`src/rtl/pwm_stage_pkg.sv`:
```
package pwm_stage_pkg;

  typedef enum logic [2:0] {
    ADR_CFG  = 3'd0,
    ADR_CTL  = 3'd1,
    ADR_SETA = 3'd2,
    ADR_RSTA = 3'd3,
    ADR_SETB = 3'd4,
    ADR_RSTB = 3'd5,
    ADR_TOP  = 3'd6,
    ADR_OCFG = 3'd7
  } reg_addr_e;

  localparam int NCMP  = 5;  // setA, rstA, setB, rstB, top
  localparam int DIV_W = 8;  // wide enough for the largest ratio minus one

  // last prescaler count before a counter step (ratio - 1)
  function automatic logic [DIV_W-1:0] div_limit(input logic [1:0] code);
    case (code)
      2'd0:    div_limit = 8'd0;
      2'd1:    div_limit = 8'd3;
      2'd2:    div_limit = 8'd31;
      default: div_limit = 8'd255;
    endcase
  endfunction

endpackage

```
`src/rtl/pwm_psc_div.sv`:
```
module pwm_psc_div
  import pwm_stage_pkg::*;
(
  input  logic       clk,
  input  logic       rst_n,
  input  logic       clr,
  input  logic       src_en,
  input  logic [1:0] code,
  output logic       tick
);
  logic [DIV_W-1:0] pre_q;
  logic [DIV_W-1:0] lim;

  assign lim  = div_limit(code);
  assign tick = src_en && !clr && (pre_q >= lim);

  always_ff @(posedge clk or negedge rst_n) begin
    if (!rst_n)               pre_q <= '0;
    else if (clr)             pre_q <= '0;
    else if (src_en) begin
      if (pre_q >= lim)       pre_q <= '0;
      else                    pre_q <= pre_q + 1'b1;
    end
  end
endmodule

```
`src/rtl/pwm_ramp_cnt.sv`:
```
module pwm_ramp_cnt #(
  parameter int CNT_W = 8
) (
  input  logic             clk,
  input  logic             rst_n,
  input  logic             clr,
  input  logic             tick,
  input  logic             center,
  input  logic [CNT_W-1:0] top,
  output logic [CNT_W-1:0] cnt,
  output logic             boundary
);
  logic up_q;

  always_comb begin
    if (!tick)        boundary = 1'b0;
    else if (!center) boundary = (cnt >= top);
    else              boundary = (top == '0) || (!up_q && cnt <= 1);
  end

  always_ff @(posedge clk or negedge rst_n) begin
    if (!rst_n) begin
      cnt  <= '0;
      up_q <= 1'b1;
    end else if (clr) begin
      cnt  <= '0;
      up_q <= 1'b1;
    end else if (tick) begin
      if (!center || top == '0) begin
        up_q <= 1'b1;
        cnt  <= (cnt >= top) ? '0 : cnt + 1'b1;
      end else if (up_q) begin
        if (cnt >= top) begin
          cnt  <= top - 1'b1;
          up_q <= 1'b0;
        end else begin
          cnt  <= cnt + 1'b1;
        end
      end else if (cnt <= 1) begin
        cnt  <= '0;
        up_q <= 1'b1;
      end else begin
        cnt  <= cnt - 1'b1;
      end
    end
  end
endmodule

```
`src/rtl/pwm_out_cmp.sv`:
```
module pwm_out_cmp #(
  parameter int CNT_W = 8
) (
  input  logic [CNT_W-1:0] cnt,
  input  logic [CNT_W-1:0] set_v,
  input  logic [CNT_W-1:0] rst_v,
  input  logic             en,
  input  logic             run,
  input  logic             pol,
  output logic             active,
  output logic             out
);
  assign active = run && en && (cnt >= set_v) && (cnt < rst_v);
  assign out    = pol ? active : !active;
endmodule

```
`src/rtl/pwm_dual_stage.sv`:
```
module pwm_dual_stage
  import pwm_stage_pkg::*;
#(
  parameter int CNT_W = 8
) (
  input  logic             clk,
  input  logic             rst_n,
  input  logic             wr_en,
  input  logic [2:0]       wr_addr,
  input  logic [CNT_W-1:0] wr_data,
  input  logic [2:0]       rd_addr,
  output logic [CNT_W-1:0] rd_data,
  input  logic             ce_fast,
  input  logic             ce_slow,
  output logic             out_a,
  output logic             out_b
);
  // configuration and control
  logic       lock_q, center_q, pol_a_q, pol_b_q;
  logic [1:0] psc_q;
  logic       sel_q, run_q;

  // double-buffered compare/period and output enables
  logic [CNT_W-1:0] sh_cmp [NCMP];
  logic [CNT_W-1:0] wk_cmp [NCMP];
  logic [1:0]       sh_oc, wk_oc;

  // named internal events
  logic             src_en, tick, boundary, commit;
  logic [CNT_W-1:0] cnt_q;
  logic [1:0]       pol_v, act_v, out_v;

  always_ff @(posedge clk or negedge rst_n) begin
    if (!rst_n) begin
      {lock_q, center_q, pol_a_q, pol_b_q} <= '0;
      {psc_q, sel_q, run_q} <= '0;
      sh_oc <= '0;
      for (int i = 0; i < NCMP; i++) sh_cmp[i] <= '0;
    end else if (wr_en) begin
      case (reg_addr_e'(wr_addr))
        ADR_CFG: begin
          lock_q   <= wr_data[5];
          center_q <= wr_data[4];
          pol_b_q  <= wr_data[3];
          pol_a_q  <= wr_data[2];
        end
        ADR_CTL: begin
          psc_q <= wr_data[7:6];
          sel_q <= wr_data[5];
          run_q <= wr_data[0];
        end
        ADR_OCFG: sh_oc <= wr_data[1:0];
        default:  sh_cmp[int'(wr_addr) - 2] <= wr_data;
      endcase
    end
  end

  assign commit = !lock_q && (boundary || !run_q);

  always_ff @(posedge clk or negedge rst_n) begin
    if (!rst_n) begin
      wk_oc <= '0;
      for (int i = 0; i < NCMP; i++) wk_cmp[i] <= '0;
    end else if (commit) begin
      wk_oc <= sh_oc;
      for (int i = 0; i < NCMP; i++) wk_cmp[i] <= sh_cmp[i];
    end
  end

  always_comb begin
    rd_data = '0;
    case (reg_addr_e'(rd_addr))
      ADR_CFG:  begin
        rd_data[5] = lock_q;
        rd_data[4] = center_q;
        rd_data[3] = pol_b_q;
        rd_data[2] = pol_a_q;
      end
      ADR_CTL:  begin
        rd_data[7:6] = psc_q;
        rd_data[5]   = sel_q;
        rd_data[0]   = run_q;
      end
      ADR_OCFG: rd_data[1:0] = sh_oc;
      default:  rd_data = sh_cmp[int'(rd_addr) - 2];
    endcase
  end

  assign src_en = sel_q ? ce_fast : ce_slow;

  pwm_psc_div u_div (
    .clk    (clk),
    .rst_n  (rst_n),
    .clr    (!run_q),
    .src_en (src_en),
    .code   (psc_q),
    .tick   (tick)
  );

  pwm_ramp_cnt #(.CNT_W(CNT_W)) u_cnt (
    .clk      (clk),
    .rst_n    (rst_n),
    .clr      (!run_q),
    .tick     (tick),
    .center   (center_q),
    .top      (wk_cmp[4]),
    .cnt      (cnt_q),
    .boundary (boundary)
  );

  assign pol_v = {pol_b_q, pol_a_q};

  for (genvar g = 0; g < 2; g++) begin : g_grp
    pwm_out_cmp #(.CNT_W(CNT_W)) u_oc (
      .cnt    (cnt_q),
      .set_v  (wk_cmp[2*g]),
      .rst_v  (wk_cmp[2*g+1]),
      .en     (wk_oc[g]),
      .run    (run_q),
      .pol    (pol_v[g]),
      .active (act_v[g]),
      .out    (out_v[g])
    );
  end

  assign out_a = out_v[0];
  assign out_b = out_v[1];
endmodule

```
`config.mk`:
```
export PLATFORM = sky130hd
export DESIGN_NAME = pwm_dual_stage
export DESIGN_NICKNAME = d
export VERILOG_FILES = /design/src/rtl/pwm_stage_pkg.sv /design/src/rtl/pwm_psc_div.sv /design/src/rtl/pwm_ramp_cnt.sv /design/src/rtl/pwm_out_cmp.sv /design/src/rtl/pwm_dual_stage.sv
export SDC_FILE = /design/constraint.sdc
export NUM_CORES = 1
export LEC_CHECK = 0
export BUFFER_PORTS_ARGS = -buffer_cell sky130_fd_sc_hd__buf_2
export CAP_MARGIN = 20
export CORE_MARGIN = 2
export CORE_UTILIZATION = 62
export DETAILED_ROUTE_END_ITERATION = 12
export GPL_ROUTABILITY_DRIVEN = 0
export PLACE_DENSITY = 0.8
export SLEW_MARGIN = 30
export SYNTH_ARGS = -nofsm -noshare
export SYNTH_HDL_FRONTEND = slang
export SYNTH_HIERARCHICAL = 1
export SYNTH_SLANG_ARGS = --single-unit
```
`constraint.sdc`:
```
create_clock -name clk -period 4.2 [get_ports clk]
set_clock_uncertainty 0.15 [all_clocks]
set_input_delay 0.42 -clock clk [delete_from_list [all_inputs] [get_ports clk]]
set_output_delay 0.42 -clock clk [all_outputs]
set_load 0.01 [all_outputs]
```
==> flow_summary.yaml, run 1 <==
synth:
  synthArstFlopShare: 1.00
  synth_area_mm2: 0.00676
  synthFlopType: "dfrtp_1"
  synth-seq-cells: 109
  synth_compound_area_frac: 0.116
  synth_edf_count: 0
  yosysTopAreaCellShare: 0.400
  synthSimpleGateAreaFrac: 0.126
  synth-adder-area-share: 0.0907
  synth_mux_area_frac: 0.189
  synth_commonest_cells: "dfrtp_1 (108), mux2_2 (97), inv_1 (59), ha_1 (49), nand2_1 (32)"
  netlist_instances: 608
  yosysMostFrequentCell: "dfrtp_1"
  synth_area_leaders: "dfrtp_1 (40%), mux2_2 (16%), ha_1 (9.1%), inv_1 (3.3%), mux4_2 (2.0%)"
  avgSynthCellArea_um2: 11.1
  yosysUniqueCellTypes: 75
  synth-xor-area-share: 0.0181
  synth_seq_area_share: 0.404
  yosys_warnings: 6
  synth_fp_nets: 676
  synth_top_family_by_area: "multiplexers"
  synth_top_cell_by_area: "dfrtp_1"
hold_path:
  hp-class: "primary input to flip-flop"
place:
  portBuffers: 28
  dpl_cell_area_mm2: 0.00699
  dp_hpwl_mm: 11.0
critical_path:
  cp_top_family: "buffers and inverters"
  crit_fanout: 42
  cp_common_cell: "buf_4"
  cp-start-kind: "flip-flop"
  cp.arrival_ns: 3.79
  critPathBufInv: 4
  reg2reg_slack_ns: 0.54
  crit_path_cell_trace: "nand2_1 > ha_1 > nand3_1 > a211oi_1 > o21ai_1 > buf_4 > a211oi_1 > buf_4 > o211a_1 > inv_1 > a21oi_4 > buf_4 > mux2_2"
  critical_path_class: "flip-flop to flip-flop"
  crit_required_ns: 4.33
  cp_slowest_stage_delay_ns: 0.51
  worst_path_max_delay_cell: "dfrtp_1"
  setup.worst_path.end_class: "flip-flop"
sta:
  drv_slew: 0
  hold_viol: 0
  worst_slew_pin_slew_ns: 0.787
  max_freq_ghz: 0.273
  rsz0062_at_grt: "no"
  period_needed_ns: 3.66
  fin_crit_sh: 0.872
  slew_headroom: 0.471
  final-setup-viol-count: 0
  tns_ns: 0
global_route:
  grt_pass1_wl_mm: 24.7
  globalRouteOverflowTotal: 0
  grt_pass1_vias: 4883
  grt_start_max_net_pins: 47
  track_usage: 0.279
  antenna_found_initial: 0
finish:
  fin_area_mm2: 0.00717
  syn_to_final_growth_pct: 6.19
  drive_gt1_frac: 0.293
  layout.nets: 697
  antenna_cells: 0
clock_network:
  cts_buffers: 9
  root_buffer: "clkbuf_8"
  clockBufferDepth: 2
  cts_tree: "built"
  clock-sinks: 109
  clk_latency_ns: 0.39
  cts_resized: 0
  cts_max_level: 3
  clk_pin_slew_ns: 0.10
  post_cts_buffers: 0
floorplan:
  fp.dieH_um: 108
  fp.dieW_um: 108
  rows: 38
  dieArea_mm2: 0.0117
  start_util: 0.629
  ios: 29
  core-area_mm2: 0.0107
power_and_ir_drop:
  power_density_mw_per_mm2: 479
  irDropWorstVdd_v: 0.000396
  p_leak_uw: 0.00321
routing:
  drtPass1Iterations: 5
  wl_per_cell_um: 19.6
  routed_wl_mm: 15.1
  drt_iter0_markers: 271
  antenna_left: 0
  vias: 4877
  drc: 0
  via_per_inst: 6.30
job:
  maxCapViolations: 0
outcome:
  outcome: "completed"
[worst reg2reg max path: cells and delay by family, from the launching register on]
kind | cells | cell delay [ns]
fa+ha+maj | 1 | 0.36
buf+inv | 4 | 0.88
mux | 1 | 0.44
simple gates | 2 | 0.34
compound gates | 5 | 0.85
flops | 1 | 0.51
[per-stage QoR]
step / setup WS [ns] / util / cells / hold slack, ns / power, uW
floorplan: 1.07 / - / 608 / -0.0256 / 2500
global placement: 0.801 / 0.650 / 757 / 0.206 / 2770
finish: 0.539 / 0.668 / 774 / 0.181 / 3430
detailed placement: 0.573 / 0.650 / 757 / 0.210 / 2850
CTS: 0.545 / 0.668 / 774 / 0.163 / 3440
global route: 0.267 / 0.668 / 774 / 0.194 / 3660
[cell families (layout without fill, tap and decap cells)]
group	Yosys count	after routing
AOI/OAI and AO/OA	102	102
buffers and inverters	87	113
muxes	108	108
xor gates and xnor gates	14	14
adders and majority gates	49	49
DFF	109	109
and+or+nand+nor	139	139
[placed cells by master (no fill, tap or decap), types with 10 or more instances in the layout]
master	synthesis	routed
inv_1	59	59
ha_1	49	49
o21ai_0	12	12
nand2_1	32	32
nor2_1	17	17
mux2_2	97	97
clkbuf_8	1	10
a21oi_1	14	14
nand3_1	16	16
nand4_1	11	11
dfrtp_1	108	108
buf_2	15	27
xnor2_1	10	10
nor3_1	10	10
[layout make-up]
type / instances / area [um2]
flip-flops and latches: 109 / 2730
clock inverters: 5 / 33.8
clock buffers: 11 / 141
repair buffers: 36 / 205
inverters: 61 / 229
fillers: 850 / 3570
well taps: 140 / 175
multi-input cells: 412 / 3660
[routing by layer]
layer,track usage,part of all wire
met1,0.351,0.43
met3,0.0374,0.033
met5,0,0
met4,0.159,0.046
met2,0.463,0.50
[where the power goes]
group          leakage (uW)  internal, uW  switching [uW]  total [uW]
combinational       0.00179           611             590        1200
clock             0.0000857           232             356         588
sequential          0.00134          1360             283        1650
total               0.00321          2210            1230        3430
[what timing repair did]
| item | CTS | global route |
|---|---|---|
| hold endpoints to repair | 25 | 0 |
| endpoints found under the setup margin | 0 | 0 |
| hold buffers | 1 | 0 |
[flip-flops by register name (all words and copies together) (netlist names)]
signal,flops
u_div/pre_q,8
psc_q,2
pol_b_q,1
wk_cmp,40
u_cnt/cnt,8
sh_cmp,40
wk_oc,2
center_q,1
sh_oc,2
lock_q,1
sel_q,1
pol_a_q,1
run_q,1
u_cnt/up_q,1
[path summary, 6_finish.rpt]
check,cells past startpoint,to,start
max in group asynchronous,3,sh_cmp[4],rst_n
hold / removal,2,sh_cmp[33],wr_data[1]
hold reg to reg,1,wk_cmp[34],wk_cmp[34]
min in group asynchronous,2,sh_cmp[37],rst_n
setup reg to reg,13,wk_cmp[19],psc_q[1]
setup / recovery,13,wk_cmp[19],psc_q[1]
(Power assumes the default switching activity.)
==> run 2: changes to the inputs <==
Settings changed: ABC_AREA from default to 1, CORE_UTILIZATION 62 to 63, PLACE_DENSITY 0.8 to 0.81.
==> flow_summary.yaml, run 2 <==
outcome:
  outcome: "completed"
sta:
  hold_viol: 0
  tns_ns: 0
  slew_headroom: 0.514
  drv_slew: 0
  fin_crit_sh: 0.769
  max_freq_ghz: 0.310
  rsz0062_at_grt: "no"
  worst_slew_pin_slew_ns: 0.728
  fin_ws_ns: 0.971
  final-setup-viol-count: 0
  period_needed_ns: 3.23
clock_network:
  clock-sinks: 109
  post_cts_buffers: 0
  clk_latency_ns: 0.39
  root_buffer: "clkbuf_8"
  cts_max_level: 3
  clk_pin_slew_ns: 0.11
  clockBufferDepth: 2
  cts_tree: "built"
  cts_buffers: 9
power_and_ir_drop:
  irDropWorstVdd_v: 0.000354
  p_leak_uw: 0.00394
  finalPower_uw: 4150
  power_density_mw_per_mm2: 564
finish:
  final_cell_mix: "nand2_1 (296), inv_1 (145), dfrtp_1 (108)"
  multi_input_area_mm2: 0.00352
  seqCellArea_mm2: 0.00273
  antenna_cells: 0
  final_common_cell: "nand2_1"
  syn_to_final_growth_pct: 5.35
  layout.nets: 1026
  drive_gt1_frac: 0.112
  fin_cells: 1103
  reg_top3: "sh_cmp (40), wk_cmp (40)"
  fillers: 942
  fin_area_mm2: 0.00736
critical_path:
  reg2reg_slack_ns: 0.97
  cp-endpoint: "wk_cmp[27]"
  ff2ff_path_depth: 11
  cp_top_family: "flip-flops"
  setup.worst_path.end_class: "flip-flop"
  cp-start-kind: "flip-flop"
  worst_path_max_delay_cell: "dfrtp_1"
  cp.arrival_ns: 3.39
  critical_path_class: "flip-flop to flip-flop"
  cp_slowest_stage_delay_ns: 0.72
  crit_path_cell_trace: "ha_1 > a21oi_1 > nand2_1 > nand2_1 > nand3_2 > o211ai_1 > inv_1 > o21bai_4 > buf_4 > nand2_1 > o21ai_1"
  critPathBufInv: 2
  crit_fanout: 84
  startpoint: "u_cnt/cnt[3]"
  reg2reg_to: "wk_cmp[27]"
  crit_required_ns: 4.36
  r2r-start: "u_cnt/cnt[3]"
  worst-path-stages: 11
  cp_common_cell: "nand2_1"
routing:
  drtPass1Iterations: 6
  vias: 5947
  wl_per_cell_um: 14.9
  routed_wl_mm: 16.4
  via_per_inst: 5.39
  drc: 0
  antenna_left: 0
  drt_iter0_markers: 523
hold_path:
  hp-class: "primary input to flip-flop"
place:
  dp_cells: 1086
  portBuffers: 28
  dp_slack_ns: 1.10
  dp_hpwl_mm: 12.4
  dpl_cell_area_mm2: 0.00718
floorplan:
  core-area_mm2: 0.0108
  dieArea_mm2: 0.0120
  fp.dieW_um: 109
  ios: 29
  start_util: 0.645
  fp.dieH_um: 109
  rows: 38
synth:
  yosys_warnings: 6
  avgSynthCellArea_um2: 7.44
  synth_fp_nets: 1008
  synth_area_mm2: 0.00699
  netlist_instances: 940
global_route:
  track_usage: 0.296
  globalRouteOverflowTotal: 0
  grt_pass1_vias: 5351
  grt_start_max_net_pins: 85
  grt_pass1_wl_mm: 27.0
  antenna_found_initial: 0
job:
  maxCapViolations: 0
run 2: power breakdown:
part / total, uW / switching [uW] / internal [uW]
Combinational: 1930 / 1240 / 695
Clock: 600 / 378 / 223
Sequential: 1620 / 298 / 1320
run 2: layout make-up:
| cell class | instances | share of cell area |
|---|---|---|
| inverter | 157 | 0.0802 |
| clock buffer | 10 | 0.0173 |
| multi-input combinational | 649 | 0.478 |
| timing repair buffer | 32 | 0.0238 |
| tap | 140 | 0.0238 |
| clock inverter | 6 | 0.00646 |
| sequential | 109 | 0.371 |
run 2: timing repair:
action | CTS | global route
hold endpoints to repair | 50 | 0
hold buffers | 1 | 0
resized for setup | 0 | 0
run 2: per-layer routing:
layer / vias up / part of all wire / GRT usage
li1: 3009 / - / -
met1: 2719 / 0.48 / 0.448
met2: 189 / 0.44 / 0.443
met3: 30 / 0.048 / 0.0296
met4: 0 / 0.024 / 0.109
met5: - / 0 / 0
run 2: worst min-delay path by stage:
stage / from / cells past startpoint / endpoint / slack, ns
floorplan: rst_n / 0 / center_q / -0.03
global placement: wk_cmp[23] / 2 / wk_cmp[23] / 0.32
detailed placement: rst_n / 1 / sh_cmp[24] / 0.33
CTS: wr_data[1] / 3 / sh_oc[1] / 0.11
global route: wr_data[0] / 3 / sh_oc[0] / 0.12
finish: wr_data[0] / 3 / sh_oc[0] / 0.11
run 2: worst register-to-register path: stages (launching register included):
cell	delay [ns]
dfrtp_1	0.72
ha_1	0.35
a21oi_1	0.19
nand2_1	0.07
nand2_1	0.07
nand3_2	0.22
o211ai_1	0.24
inv_1	0.09
o21bai_4	0.13
buf_4	0.58
nand2_1	0.20
o21ai_1	0.13
run 2: stage by stage:
step,hold WS (ns),util
CTS,0.107,0.679
detailed placement,0.328,0.662
global placement,0.319,0.662
finish,0.113,0.679
global route,0.121,0.679
floorplan,-0.0256,-
